$ cat src/rtl/dmac_pkg.sv
package dmac_pkg;
    localparam int WORD_W       = 32;
    localparam int WORD_BYTES   = WORD_W / 8;
    localparam int BLK_ALIGN_W  = 5;
    localparam int LINK_WORD    = 5;
    localparam int FLG_DST_INC  = 4;
    localparam int FLG_PACED    = 6;
    localparam int FLG_SRC_INC  = 8;
    localparam int FLG_SEL_LSB  = 16;
    localparam int SEL_W        = 5;
    localparam logic [WORD_W-1:0] BLK_MASK = ~WORD_W'((1 << BLK_ALIGN_W) - 1);

    localparam logic [1:0] REG_CTRL = 2'd0;
    localparam logic [1:0] REG_BLK  = 2'd1;
    localparam logic [1:0] REG_LEN  = 2'd2;

    typedef enum logic [2:0] {
        ST_IDLE, ST_FETCH, ST_GATE, ST_READ, ST_WRITE, ST_LINK
    } dmac_st_e;

    typedef struct packed {
        dmac_st_e          st;
        logic [2:0]        widx;
        logic [WORD_W-1:0] blk;
        logic              src_inc;
        logic              dst_inc;
        logic              paced;
        logic [SEL_W-1:0]  sel;
        logic [WORD_W-1:0] src;
        logic [WORD_W-1:0] dst;
        logic [WORD_W-1:0] len;
        logic [WORD_W-1:0] link;
        logic [WORD_W-1:0] data;
        logic [WORD_W-1:0] head;
        logic              abort_p;
        logic              done;
    } dmac_regs_t;
endpackage

$ cat src/rtl/dmac_req_sel.sv
module dmac_req_sel #(
    parameter int NREQ  = 32,
    parameter int SEL_W = 5
) (
    input  logic [NREQ-1:0]  dreq_i,
    input  logic [SEL_W-1:0] sel_i,
    output logic             hit_o
);
    logic [NREQ-1:0] match;

    for (genvar g = 0; g < NREQ; g++) begin : g_line
        assign match[g] = dreq_i[g] && (sel_i == SEL_W'(g));
    end

    assign hit_o = |match;
endmodule

$ cat src/rtl/dmac_addr_step.sv
module dmac_addr_step
    import dmac_pkg::*;
(
    input  logic [WORD_W-1:0] addr_i,
    input  logic              inc_i,
    output logic [WORD_W-1:0] addr_o
);
    assign addr_o = inc_i ? addr_i + WORD_W'(WORD_BYTES) : addr_i;
endmodule

$ cat src/rtl/dmac_chain_engine.sv
module dmac_chain_engine
    import dmac_pkg::*;
#(
    parameter int NREQ = 32
) (
    input  logic              clk,
    input  logic              rst_n,
    input  logic              csr_we,
    input  logic [1:0]        csr_addr,
    input  logic [31:0]       csr_wdata,
    output logic [31:0]       csr_rdata,
    output logic              mem_req,
    output logic              mem_we,
    output logic [31:0]       mem_addr,
    output logic [31:0]       mem_wdata,
    input  logic [31:0]       mem_rdata,
    input  logic              mem_ack,
    input  logic [NREQ-1:0]   dreq
);
    dmac_regs_t r_q, r_d;

    logic              req_hit;
    logic [WORD_W-1:0] src_nx, dst_nx;
    logic              ctrl_wr;
    logic              st_active, st_wait, st_done, is_fetch;

    dmac_req_sel #(.NREQ(NREQ), .SEL_W(SEL_W)) u_sel (
        .dreq_i (dreq),
        .sel_i  (r_q.sel),
        .hit_o  (req_hit)
    );

    dmac_addr_step u_src_step (.addr_i(r_q.src), .inc_i(r_q.src_inc), .addr_o(src_nx));
    dmac_addr_step u_dst_step (.addr_i(r_q.dst), .inc_i(r_q.dst_inc), .addr_o(dst_nx));

    assign ctrl_wr   = csr_we && (csr_addr == REG_CTRL);
    assign st_active = (r_q.st != ST_IDLE);
    assign st_wait   = (r_q.st == ST_GATE) && r_q.paced && !req_hit && !r_q.abort_p;
    assign st_done   = r_q.done;
    assign is_fetch  = (r_q.st == ST_FETCH);

    always_comb begin
        case (csr_addr)
            REG_CTRL: csr_rdata = {29'd0, st_done, st_wait, st_active};
            REG_BLK:  csr_rdata = r_q.blk;
            REG_LEN:  csr_rdata = r_q.len;
            default:  csr_rdata = '0;
        endcase
    end

    always_comb begin
        r_d       = r_q;
        mem_req   = 1'b0;
        mem_we    = 1'b0;
        mem_addr  = '0;
        mem_wdata = r_q.data;

        if (csr_we && (csr_addr == REG_BLK)) r_d.head = csr_wdata;
        if (ctrl_wr && csr_wdata[1] && st_active) r_d.abort_p = 1'b1;

        case (r_q.st)
            ST_IDLE: begin
                if (ctrl_wr && csr_wdata[0]) begin
                    r_d.blk     = r_q.head & BLK_MASK;
                    r_d.widx    = '0;
                    r_d.done    = 1'b0;
                    r_d.abort_p = 1'b0;
                    r_d.st      = ST_FETCH;
                end
            end
            ST_FETCH: begin
                mem_req  = 1'b1;
                mem_addr = r_q.blk | {27'd0, r_q.widx, 2'b00};
                if (mem_ack) begin
                    case (r_q.widx)
                        3'd0: begin
                            r_d.dst_inc = mem_rdata[FLG_DST_INC];
                            r_d.paced   = mem_rdata[FLG_PACED];
                            r_d.src_inc = mem_rdata[FLG_SRC_INC];
                            r_d.sel     = mem_rdata[FLG_SEL_LSB +: SEL_W];
                        end
                        3'd1:    r_d.src  = mem_rdata;
                        3'd2:    r_d.dst  = mem_rdata;
                        3'd3:    r_d.len  = mem_rdata;
                        3'd5:    r_d.link = mem_rdata;
                        default: ;
                    endcase
                    if (r_q.widx == 3'(LINK_WORD)) begin
                        r_d.st = (r_q.len[WORD_W-1:2] == '0) ? ST_LINK : ST_GATE;
                    end else begin
                        r_d.widx = r_q.widx + 3'd1;
                    end
                end
            end
            ST_GATE: begin
                if (r_q.abort_p) begin
                    r_d.abort_p = 1'b0;
                    r_d.st      = ST_IDLE;
                end else if (!r_q.paced || req_hit) begin
                    r_d.st = ST_READ;
                end
            end
            ST_READ: begin
                mem_req  = 1'b1;
                mem_addr = r_q.src;
                if (mem_ack) begin
                    r_d.data = mem_rdata;
                    r_d.st   = ST_WRITE;
                end
            end
            ST_WRITE: begin
                mem_req  = 1'b1;
                mem_we   = 1'b1;
                mem_addr = r_q.dst;
                if (mem_ack) begin
                    r_d.src = src_nx;
                    r_d.dst = dst_nx;
                    r_d.len = r_q.len - WORD_W'(WORD_BYTES);
                    r_d.st  = (r_q.len[WORD_W-1:2] == 30'd1) ? ST_LINK : ST_GATE;
                end
            end
            ST_LINK: begin
                if (r_q.abort_p) begin
                    r_d.abort_p = 1'b0;
                    r_d.st      = ST_IDLE;
                end else if (r_q.link == '0) begin
                    r_d.done = 1'b1;
                    r_d.st   = ST_IDLE;
                end else begin
                    r_d.blk  = r_q.link & BLK_MASK;
                    r_d.widx = '0;
                    r_d.st   = ST_FETCH;
                end
            end
            default: r_d.st = ST_IDLE;
        endcase
    end

    always_ff @(posedge clk) begin
        if (!rst_n) r_q <= '0;
        else        r_q <= r_d;
    end
endmodule

$ cat config.mk
export PLATFORM = sky130hd
export DESIGN_NAME = dmac_chain_engine
export DESIGN_NICKNAME = d
export VERILOG_FILES = /design/src/rtl/dmac_pkg.sv /design/src/rtl/dmac_req_sel.sv /design/src/rtl/dmac_addr_step.sv /design/src/rtl/dmac_chain_engine.sv
export SDC_FILE = /design/constraint.sdc
export NUM_CORES = 1
export LEC_CHECK = 0
export BUFFER_PORTS_ARGS = -buffer_cell sky130_fd_sc_hd__buf_2
export CAP_MARGIN = 10
export CORE_MARGIN = 2
export CORE_UTILIZATION = 60
export DETAILED_ROUTE_END_ITERATION = 12
export PLACE_DENSITY = 0.93
export SYNTH_ARGS = -nofsm -noshare
export SYNTH_HDL_FRONTEND = slang
export SYNTH_HIERARCHICAL = 1
export SYNTH_SLANG_ARGS = --single-unit
$ cat constraint.sdc
create_clock -name clk -period 6.3 [get_ports clk]
set_clock_uncertainty 0.1 [all_clocks]
set_input_delay 0.945 -clock clk [delete_from_list [all_inputs] [get_ports clk]]
set_output_delay 0.945 -clock clk [all_outputs]
set_load 0.05 [all_outputs]
==> results of run 1 <==
==> worst max path at each step <==
stage / from / end / cells after the start
finish: r_q[239]$_SDFFE_PN0P_ / mem_addr[7] / 6
global placement: r_q[239]$_SDFFE_PN0P_ / r_q[156]$_SDFFE_PN0P_ / 9
detailed placement: r_q[239]$_SDFFE_PN0P_ / r_q[147]$_SDFFE_PN0P_ / 9
CTS: r_q[239]$_SDFFE_PN0P_ / mem_addr[7] / 6
global route: r_q[239]$_SDFFE_PN0P_ / mem_addr[3] / 6
floorplan: r_q[238]$_SDFFE_PN0P_ / mem_addr[10] / 5
==> cell type report <==
| cell class | count | area (µm²) | area share |
|---|---|---|---|
| multi-input cells | 1217 | 7580 | 0.525 |
| clock buffers | 34 | 719 | 0.0498 |
| flip-flops and latches | 230 | 4610 | 0.319 |
| repair buffers | 213 | 1110 | 0.0767 |
| clock inverters | 8 | 46.3 | 0.00320 |
| well taps | 275 | 344 | 0.0238 |
| inverters | 11 | 45.0 | 0.00312 |
==> kinds of logic (layout without fill, tap and decap cells) <==
kind of cell,Yosys count,count (layout)
compound gates,459,459
xor+xnor,58,58
fa+ha+maj,9,9
buf+inv,183,266
flops,230,230
mux,84,84
simple gates,607,607
==> sequential cells by signal, indices dropped and copies added (netlist names) <==
register and cells:
r_q 197, mem_wdata 32, st_done 1
==> power breakdown <==
part           internal, mW  switching, mW  total (mW)
Sequential             1.50         0.0946        1.60
Clock                 0.792          0.601        1.39
Combinational         0.201          0.419       0.620
==> placed cells by master (no fill, tap or decap), types with 5 or more instances in the layout <==
| cell type | n |
|---|---|
| sky130_fd_sc_hd__buf_4 | 17 |
| sky130_fd_sc_hd__o41ai_1 | 5 |
| sky130_fd_sc_hd__mux2i_1 | 80 |
| sky130_fd_sc_hd__a31oi_1 | 8 |
| sky130_fd_sc_hd__a22o_1 | 30 |
| sky130_fd_sc_hd__inv_1 | 9 |
| sky130_fd_sc_hd__and2_1 | 8 |
| sky130_fd_sc_hd__a311oi_1 | 9 |
| sky130_fd_sc_hd__o21a_1 | 8 |
| sky130_fd_sc_hd__and3_1 | 22 |
| sky130_fd_sc_hd__nor2_1 | 121 |
| sky130_fd_sc_hd__or3_1 | 6 |
| sky130_fd_sc_hd__xnor2_1 | 46 |
| sky130_fd_sc_hd__buf_2 | 196 |
| sky130_fd_sc_hd__nand3b_1 | 8 |
| sky130_fd_sc_hd__a21oi_1 | 110 |
| sky130_fd_sc_hd__a21boi_0 | 36 |
| sky130_fd_sc_hd__dfxtp_1 | 229 |
| sky130_fd_sc_hd__clkinv_2 | 7 |
| sky130_fd_sc_hd__clkbuf_16 | 25 |
| sky130_fd_sc_hd__ha_1 | 9 |
| sky130_fd_sc_hd__o21ai_0 | 82 |
| sky130_fd_sc_hd__nand3_1 | 42 |
| sky130_fd_sc_hd__nor3_1 | 18 |
| sky130_fd_sc_hd__a32o_1 | 7 |
| sky130_fd_sc_hd__o211a_1 | 30 |
| sky130_fd_sc_hd__and4_1 | 9 |
| sky130_fd_sc_hd__xor2_1 | 12 |
| sky130_fd_sc_hd__nor4_1 | 17 |
| sky130_fd_sc_hd__nor4b_1 | 5 |
| sky130_fd_sc_hd__nand2_1 | 279 |
| sky130_fd_sc_hd__clkbuf_8 | 6 |
| sky130_fd_sc_hd__a22oi_1 | 44 |
| sky130_fd_sc_hd__a211oi_1 | 55 |
| sky130_fd_sc_hd__nand4_1 | 24 |
==> worst max-delay path, stage by stage (launching register included) <==
cell and delay, ns:
sky130_fd_sc_hd__dfxtp_1 0.60, sky130_fd_sc_hd__or3b_2 0.88, sky130_fd_sc_hd__clkinv_2 0.33, sky130_fd_sc_hd__buf_4 0.68, sky130_fd_sc_hd__nand2_1 0.11, sky130_fd_sc_hd__o21ai_0 0.15
sky130_fd_sc_hd__buf_2 0.33
==> metal layers <==
layer  vias to the layer above  routed length (µm)  part of all wire  GRT usage
li1                       5984                   -                 -          -
met1                      6148               15900              0.38      0.479
met2                       903               18100              0.44      0.541
met3                       172                5720              0.14     0.0804
met4                         2                1780             0.043      0.129
met5                         -                  13           0.00031          0
==> per-stage QoR <==
step,utilization,setup slack (ns),instances,instance area [µm²]
after floorplan,-,2.57,1630,13000
after global placement,0.647,2.15,1946,13700
after detailed placement,0.647,2.10,1946,13700
after CTS,0.683,1.69,1988,14400
after global routing,0.683,1.43,1988,14400
final,0.683,1.60,1988,14400
==> impl_metrics.json, run 1 <==
{
  "synth-compound-area-share": 0.242,
  "setup-tns-final_ns": 0,
  "synthXorXnorAreaFrac": 0.0390,
  "clkSinkCount": 230,
  "crit_arrival_ns": 3.66,
  "worst_hold_path_cells": 2,
  "clk-insertion-delay-late_ns": 0.53,
  "synthesis.area_per_instance_um2": 7.99,
  "asyncSetResetFlopFracSynth": 0,
  "number_of_flops_mapped_to_enable_cells_by_yosys": 0,
  "total_wirelength_of_the_detailed_routed_design_um": 41500,
  "fin_crit_sh": 0.747,
  "whs_ns": 0.352,
  "overflow": 0,
  "timing.final.max_slew_violations": 0,
  "path_max_fanout": 81,
  "synthesis.area_mm2": 0.0130,
  "holdPathEnd": "mem_wdata[14]$_SDFFE_PN0P_",
  "cts_bufs_inserted": 24,
  "holdCritPathClass": "reg2reg",
  "vias_in_the_first_global_route": 11872,
  "min_delay_startpoint": "mem_wdata[14]$_SDFFE_PN0P_",
  "simple_gate_share_of_the_synthesized_area": 0.225,
  "clock_tree.root_cell": "sky130_fd_sc_hd__clkbuf_16",
  "fill_cells": 1690,
  "synth-adder-area-share": 0.00865,
  "grt_max_degree": 91,
  "hold_violations": 0,
  "synthMuxAreaShare": 0.0649,
  "dieWidth_um": 151,
  "worst_pin_slew_ns": 1.15,
  "route.antenna.remaining_nets": 0,
  "layout-drive-gt1-share": 0.166,
  "ys_top_cells_by_count": "279 x sky130_fd_sc_hd__nand2_1, 230 x sky130_fd_sc_hd__dfxtp_1, 122 x sky130_fd_sc_hd__nor2_1",
  "final_hpwl_dp_um": 28300,
  "detail_route.drc_violations": 0,
  "critPathKind": "reg2out",
  "syn_to_final_growth_pct": 10.9,
  "finalSetupViolCount": 0,
  "seq_area_frac_synth": 0.354,
  "synth_top_cells_by_area": "sky130_fd_sc_hd__dfxtp_1 35%, sky130_fd_sc_hd__nand2_1 8.0%, sky130_fd_sc_hd__mux2i_1 6.1%, sky130_fd_sc_hd__a21oi_1 4.2%, sky130_fd_sc_hd__nor2_1 3.5%",
  "cts_tree": "done",
  "total_iterations_of_the_first_detailed_routing_run": 6,
  "maxCapViolCount": 0,
  "holdBufCountCts": 0,
  "cts_buffer_depth": 3,
  "design.portCount": 200,
  "initialDrtViolationCount": 1651,
  "max_freq_mhz": 213,
  "floorplan.initialDensity": 0.616,
  "antenna_violations_before_repair": 1,
  "synth_fp_nets": 1741,
  "postCtsResizedCells": 0,
  "synthMostInstantiatedCell": "sky130_fd_sc_hd__nand2_1",
  "cp.required_ns": 5.25,
  "worst_slew_margin_rel": 0.231,
  "routed_via_density": 6.64,
  "standard_cell_rows": 53,
  "postCtsSetupRepairBufs": 0,
  "p_per_area_mw_per_mm2": 250,
  "routabilityCongestion": 0.999,
  "r2r_startpoint": "r_q[239]$_SDFFE_PN0P_",
  "core_region_area_mm2": 0.0212,
  "globalRouteTotalUtil": 0.350,
  "start_kind": "register",
  "grt_first_pass_wirelength_um": 63700,
  "die_height_um": 151,
  "min_period_ns": 4.70,
  "synth_top_flop_cell": "sky130_fd_sc_hd__dfxtp_1",
  "timing.critical_path.to_type": "primary output",
  "rrSetupSlack_ns": 1.96,
  "post_synth_num_cell_types": 81,
  "yosysTopAreaCellShare": 0.354,
  "portBuffers": 196,
  "timing.reg2reg.worst_path_depth": 9,
  "totalPowerFinal_mw": 3.61,
  "post-synth-top-area-cell": "sky130_fd_sc_hd__dfxtp_1",
  "leakagePower_nw": 5.85,
  "n_antenna_cell": 0,
  "synthCells": 1630,
  "detailroute.via_count": 13209,
  "routed_wire_length_per_instance_um": 20.9,
  "die-area_mm2": 0.0229,
  "ys_warn_count": 6,
  "ir_worst_vdd_v": 0.000194,
  "cts.htree.levels": 1,
  "num-nets-final": 1808,
  "r2r_end": "r_q[165]$_SDFFE_PN0P_",
  "status": "complete, no violations",
  "grt_setup_unrepaired": "no",
  "ys_seq_elements": 230,
  "clkTransAtPathRegs_ns": 0.06,
  "combinational_family_with_the_most_area_after_synthesis": "compound AO/OA/AOI/OAI gates"
}
Note: power is estimated with default switching activity, not from simulation.
==> run 2, diff against run 1 <==
--- a/config.mk
+++ b/config.mk
@@ -8,9 +8,9 @@
 export BUFFER_PORTS_ARGS = -buffer_cell sky130_fd_sc_hd__buf_2
 export CAP_MARGIN = 10
 export CORE_MARGIN = 2
-export CORE_UTILIZATION = 60
+export CORE_UTILIZATION = 52
 export DETAILED_ROUTE_END_ITERATION = 12
-export PLACE_DENSITY = 0.93
+export PLACE_DENSITY = 0.86
 export SYNTH_ARGS = -nofsm -noshare
 export SYNTH_HDL_FRONTEND = slang
 export SYNTH_HIERARCHICAL = 1
==> constraint.sdc (replaced) <==
create_clock -name clk -period 4 [get_ports clk]
set_clock_uncertainty 0.1 [all_clocks]
set_input_delay 0.6 -clock clk [delete_from_list [all_inputs] [get_ports clk]]
set_output_delay 0.6 -clock clk [all_outputs]
set_load 0.05 [all_outputs]
==> run 2 against run 1 <==
  * Final area up 2.1%
  * Via count down 1.9%
  * Die area up 15%
  * Count of clock-buffer cells in the layout down 1
  * Worst hold slack worse by 0.17 ns
  * First-iteration DRC count up 9.4%
  * Cell count up 3.2%
  * Largest power group unchanged
==> impl_metrics.json, run 2 (synthesis gave the netlist of run 1 again) <==
{
  "leading_cell_type_in_the_layout_fill_and_taps_excluded": "sky130_fd_sc_hd__nand2_1",
  "globalRouteTotalUtil": 0.317,
  "critical_path.startpoint": "r_q[195]$_SDFFE_PN0P_",
  "layout-drive-gt1-share": 0.174,
  "clkSinkCount": 230,
  "grt_max_degree": 72,
  "holdBufCountCts": 0,
  "leakagePower_nw": 5.97,
  "total_wirelength_of_the_detailed_routed_design_um": 43100,
  "hold_violations": 0,
  "overflow": 0,
  "antenna_violations_before_repair": 2,
  "standard_cell_rows": 57,
  "totalPowerFinal_mw": 6.00,
  "detail_route.drc_violations": 0,
  "worst_path_max_delay_cell": "sky130_fd_sc_hd__dfxtp_1",
  "clock_tree.root_cell": "sky130_fd_sc_hd__clkbuf_16",
  "path_max_fanout": 15,
  "portBuffers": 196,
  "initialDrtViolationCount": 1806,
  "placement.setup.worst_slack_ns": 0.853,
  "place.detailed.instances": 2006,
  "routed_via_density": 6.31,
  "design.portCount": 200,
  "cts_tree": "done",
  "total_iterations_of_the_first_detailed_routing_run": 5,
  "route.antenna.remaining_nets": 0,
  "endpoint": "csr_rdata[1]",
  "setup-tns-final_ns": 0,
  "grt_first_pass_wirelength_um": 66400,
  "dieWidth_um": 162,
  "final_hpwl_dp_um": 30100,
  "postCtsSetupRepairBufs": 0,
  "floorplan.initialDensity": 0.532,
  "cts_bufs_inserted": 26,
  "fin_crit_sh": 0.949,
  "maxCapViolCount": 0,
  "core_region_area_mm2": 0.0245,
  "min_delay_startpoint": "csr_wdata[25]",
  "num-nets-final": 1821,
  "clkTransAtPathRegs_ns": 0.06,
  "grt_setup_unrepaired": "no",
  "critPathKind": "reg2out",
  "n_antenna_cell": 0,
  "routed_wire_length_per_instance_um": 21.0,
  "postCtsResizedCells": 0,
  "ir_worst_vdd_v": 0.000256,
  "rrSetupSlack_ns": 1.08,
  "worst_slew_margin_rel": 0.222,
  "placed_cell_area_mm2": 0.0139,
  "holdCritPathClass": "in2reg",
  "critical_path.max_stage_delay_ns": 0.65,
  "syn_to_final_growth_pct": 13.3,
  "worst_pin_slew_ns": 1.16,
  "instances_no_fill": 2052,
  "timing.final.max_slew_violations": 0,
  "finalSetupViolCount": 0,
  "r2r_end": "r_q[186]$_SDFFE_PN0P_",
  "max_freq_mhz": 263,
  "worstPathCellList": "mux2i_1 -> o311a_1 -> o221a_1 -> a32oi_1 -> nor2_1 -> nand3_1 -> nor2_1 -> a21oi_1 -> nor2_1 -> buf_2",
  "vias_in_the_first_global_route": 11919,
  "die-area_mm2": 0.0263,
  "die_height_um": 162,
  "detailroute.via_count": 12952,
  "finalInstanceArea_mm2": 0.0148,
  "routabilityCongestion": 0.975,
  "min_period_ns": 3.80,
  "timing.reg2reg.worst_path_depth": 8,
  "cpMostUsedCell": "sky130_fd_sc_hd__nor2_1",
  "largest_register_ff_count": 197,
  "status": "complete, no violations",
  "crit_arrival_ns": 3.10,
  "fin_ws_ns": 0.203,
  "cts_buffer_depth": 3,
  "cts.htree.levels": 1,
  "start_kind": "register",
  "timing.critical_path.to_type": "primary output",
  "r2r_startpoint": "r_q[239]$_SDFFE_PN0P_",
  "largest_register": "r_q",
  "p_per_area_mw_per_mm2": 407,
  "cp.required_ns": 3.30,
  "layout.cells.most_common_list": "279 x sky130_fd_sc_hd__nand2_1, 229 x sky130_fd_sc_hd__dfxtp_1, 196 x sky130_fd_sc_hd__buf_2",
  "clk-insertion-delay-late_ns": 0.54
}
[run 2: area by class of cell]
type / count / area (µm²)
multi-input combinational: 1217 / 7580
inverter: 11 / 45.0
fill: 2192 / 9710
clock buffer: 33 / 727
tap: 324 / 405
sequential: 230 / 4610
timing repair buffer: 224 / 1230
clock inverter: 13 / 164
[run 2: per-stage QoR]
step            util  hold WS, ns
2_1_floorplan      -        0.336
3_3_place_gp   0.567        0.340
3_5_place_dp   0.567        0.343
4_1_cts        0.603        0.175
5_1_grt        0.603        0.194
6_report       0.603        0.186
[run 2: layer usage]
layer	track usage	wire length, µm
met1	0.452	18500
met2	0.481	18500
met3	0.0623	4660
met4	0.105	1440
met5	0	13
[run 2: worst min-delay path by stage]
stage	endpoint	slack, ns	cells past startpoint
2_1_floorplan	r_q[10]$_SDFFE_PN0P_	0.34	2
3_3_place_gp	mem_wdata[27]$_SDFFE_PN0P_	0.34	2
3_5_place_dp	mem_wdata[10]$_SDFFE_PN0P_	0.34	2
4_1_cts	r_q[27]$_SDFFE_PN0P_	0.17	3
5_1_grt	r_q[10]$_SDFFE_PN0P_	0.19	3
6_report	r_q[27]$_SDFFE_PN0P_	0.19	3
[run 2: where the power goes]
group | switching [mW] | internal, mW
Sequential | 0.147 | 2.37
Clock | 1.00 | 1.48
Combinational | 0.674 | 0.327
[run 2: critical path: cells and delay by family, from the launching register on]
family | cells | cell delay [ns]
AO/OA/AOI/OAI | 4 | 1.18
flip-flops | 1 | 0.65
AND/OR/NAND/NOR | 4 | 0.37
buffers and inverters | 1 | 0.21
multiplexers | 1 | 0.14
==> run 3, diff against run 2 <==
--- a/config.mk
+++ b/config.mk
@@ -8,9 +8,9 @@
 export BUFFER_PORTS_ARGS = -buffer_cell sky130_fd_sc_hd__buf_2
 export CAP_MARGIN = 10
 export CORE_MARGIN = 2
-export CORE_UTILIZATION = 52
+export CORE_UTILIZATION = 38
 export DETAILED_ROUTE_END_ITERATION = 12
-export PLACE_DENSITY = 0.86
+export PLACE_DENSITY = 0.68
 export SYNTH_ARGS = -nofsm -noshare
 export SYNTH_HDL_FRONTEND = slang
 export SYNTH_HIERARCHICAL = 1
==> run 3 against run 2 <==
  * Via count shrank 1.6%
  * Worst hold slack worse by 0.0024 ns
  * Critical path type unchanged
  * Count of clock-buffer cells in the layout increased by 2
  * Die area is 36% higher
  * Setup slack gained 0.065 ns
  * First-iteration DRC count fell by 11%
  * Register-to-register slack lost 0.18 ns
==> impl_metrics.json, run 3 (synthesis gave the netlist of run 1 again) <==
{
  "setup-tns-final_ns": 0,
  "start_kind": "register",
  "timing.final.max_slew_violations": 0,
  "die-area_mm2": 0.0358,
  "min_period_ns": 3.73,
  "pwr-share-comb": 0.165,
  "grt_first_pass_wirelength_um": 68400,
  "worst_path_max_delay_cell": "sky130_fd_sc_hd__dfxtp_1",
  "holdBufCountCts": 0,
  "clkTransAtPathRegs_ns": 0.06,
  "critPathKind": "reg2out",
  "clkSinkCount": 230,
  "total_wirelength_of_the_detailed_routed_design_um": 45100,
  "largest_register": "r_q",
  "timing.reg2reg.worst_path_depth": 6,
  "cts_buffer_depth": 3,
  "vias_in_the_first_global_route": 11513,
  "core_region_area_mm2": 0.0336,
  "p_sw_mw": 1.85,
  "critical_path.startpoint": "r_q[196]$_SDFFE_PN0P_",
  "total_iterations_of_the_first_detailed_routing_run": 5,
  "worstPathCellList": "mux2_1 -> a21oi_1 -> a311o_1 -> a32oi_1 -> nor2_1 -> nand3_1 -> nor2_1 -> a21oi_1 -> nor2_1 -> buf_2",
  "power.internal_mw": 4.20,
  "endpoint": "csr_rdata[1]",
  "r2r_startpoint": "r_q[237]$_SDFFE_PN0P_",
  "crit_arrival_ns": 3.03,
  "routed_via_density": 5.85,
  "grt_setup_unrepaired": "no",
  "r2r_end": "r_q[186]$_SDFFE_PN0P_",
  "ir_worst_vdd_v": 0.000313,
  "cts_bufs_inserted": 27,
  "dieWidth_um": 189,
  "n_antenna_cell": 0,
  "critical_path.top_delay_family": "compound AO/OA/AOI/OAI gates",
  "globalRouteTotalUtil": 0.243,
  "hold_violations": 0,
  "holdCritPathClass": "in2reg",
  "design.portCount": 200,
  "path_max_fanout": 18,
  "cp.required_ns": 3.30,
  "route.antenna.remaining_nets": 0,
  "detail_route.drc_violations": 0,
  "cts.htree.levels": 1,
  "routed_wire_length_per_instance_um": 20.7,
  "antenna_violations_before_repair": 0,
  "postCtsSetupRepairBufs": 0,
  "detailroute.via_count": 12744,
  "power.share.switching": 0.305,
  "largest_register_ff_count": 197,
  "overflow": 0,
  "die_height_um": 189,
  "portBuffers": 196,
  "fin_crit_sh": 0.933,
  "p_per_area_mw_per_mm2": 406,
  "grt_max_degree": 71,
  "fill_cells": 3392,
  "floorplan.initialDensity": 0.387,
  "num-nets-final": 1822,
  "leakagePower_nw": 5.97,
  "path_buf_inv": 1,
  "clock_tree.root_cell": "sky130_fd_sc_hd__clkbuf_16",
  "clk-insertion-delay-late_ns": 0.55,
  "cts_tree": "done",
  "status": "complete, no violations",
  "finalSetupViolCount": 0,
  "critical_path_cell_count": 10,
  "routabilityCongestion": 0.924,
  "syn_to_final_growth_pct": 14.4,
  "cpMostUsedCell": "sky130_fd_sc_hd__nor2_1",
  "standard_cell_rows": 67,
  "pwr-share-seq": 0.416,
  "timing.critical_path.to_type": "primary output",
  "worst_pin_slew_ns": 1.04,
  "initialDrtViolationCount": 1603,
  "utilization": 0.443,
  "maxCapViolCount": 0,
  "layout-drive-gt1-share": 0.175,
  "worst_slew_margin_rel": 0.305,
  "layout.cells.most_common_list": "279 x sky130_fd_sc_hd__nand2_1, 228 x sky130_fd_sc_hd__dfxtp_1, 196 x sky130_fd_sc_hd__buf_2",
  "critical_path.max_stage_delay_ns": 0.69,
  "max_freq_mhz": 268,
  "postCtsResizedCells": 1,
  "leading_cell_type_in_the_layout_fill_and_taps_excluded": "sky130_fd_sc_hd__nand2_1",
  "rrSetupSlack_ns": 0.90,
  "share_clk_of_total_power": 0.419,
  "final_hpwl_dp_um": 31900
}
run 3: changes by cell type in the layout (fill, tap and decap cells not counted), sizes merged:
cell      previous run  this run
clkbuf              33        35
clkinvlp             1         2
run 3: worst register-to-register path, delay by kind of cell (launching register included):
family	cells	cell delay, ns
AO/OA/AOI/OAI	1	0.29
buffers and inverters	2	0.95
flip-flops	1	0.65
AND/OR/NAND/NOR	3	1.02
run 3: how the worst min path moves through the flow:
| stage | start | end | slack (ns) | depth (start not counted) |
|---|---|---|---|---|
| 2_1_floorplan | r_q[10]$_SDFFE_PN0P_ | r_q[10]$_SDFFE_PN0P_ | 0.34 | 2 |
| 3_3_place_gp | mem_wdata[22]$_SDFFE_PN0P_ | mem_wdata[22]$_SDFFE_PN0P_ | 0.34 | 2 |
| 3_5_place_dp | mem_wdata[27]$_SDFFE_PN0P_ | mem_wdata[27]$_SDFFE_PN0P_ | 0.34 | 2 |
| 4_1_cts | csr_wdata[24] | r_q[26]$_SDFFE_PN0P_ | 0.17 | 3 |
| 5_1_grt | csr_wdata[13] | r_q[15]$_SDFFE_PN0P_ | 0.17 | 3 |
| 6_report | csr_wdata[20] | r_q[22]$_SDFFE_PN0P_ | 0.18 | 3 |
run 3: power by group through the flow:
stage          logic (mW)  registers [mW]  clock network (mW)
3_3_place_gp        0.971            2.55                   0
6_report            0.998            2.52                2.53
3_5_place_dp        0.977            2.56                   0
4_1_cts             0.982            2.51                2.57
5_1_grt              1.08            2.53                2.67
2_1_floorplan       0.719            2.48                   0
run 3: through the flow:
step,std cells,hold WS [ns],instance area (µm²),worst slack (ns),power (mW)
finish,2179,0.184,14900,0.268,6.05
global route,2179,0.175,14900,0.0689,6.27
CTS,2179,0.171,14900,0.246,6.06
detailed placement,2130,0.344,14000,0.583,3.53
global placement,2130,0.341,14000,0.624,3.52
floorplan,1630,0.336,13000,0.613,3.20
run 3: layout make-up:
type | count | area, µm² | area share
tap | 448 | 561 | 0.0376
sequential | 230 | 4610 | 0.309
multi-input combinational | 1217 | 7580 | 0.508
clock buffer | 35 | 746 | 0.0500
inverter | 11 | 45.0 | 0.00302
clock inverter | 14 | 154 | 0.0103
timing repair buffer | 224 | 1220 | 0.0816
run 3: routing by layer:
metal	track usage	vias up	part of all wire
met5	0	-	0
met2	0.354	576	0.42
li1	-	6011	-
met1	0.364	6087	0.46
met3	0.0404	70	0.090
met4	0.0661	0	0.026
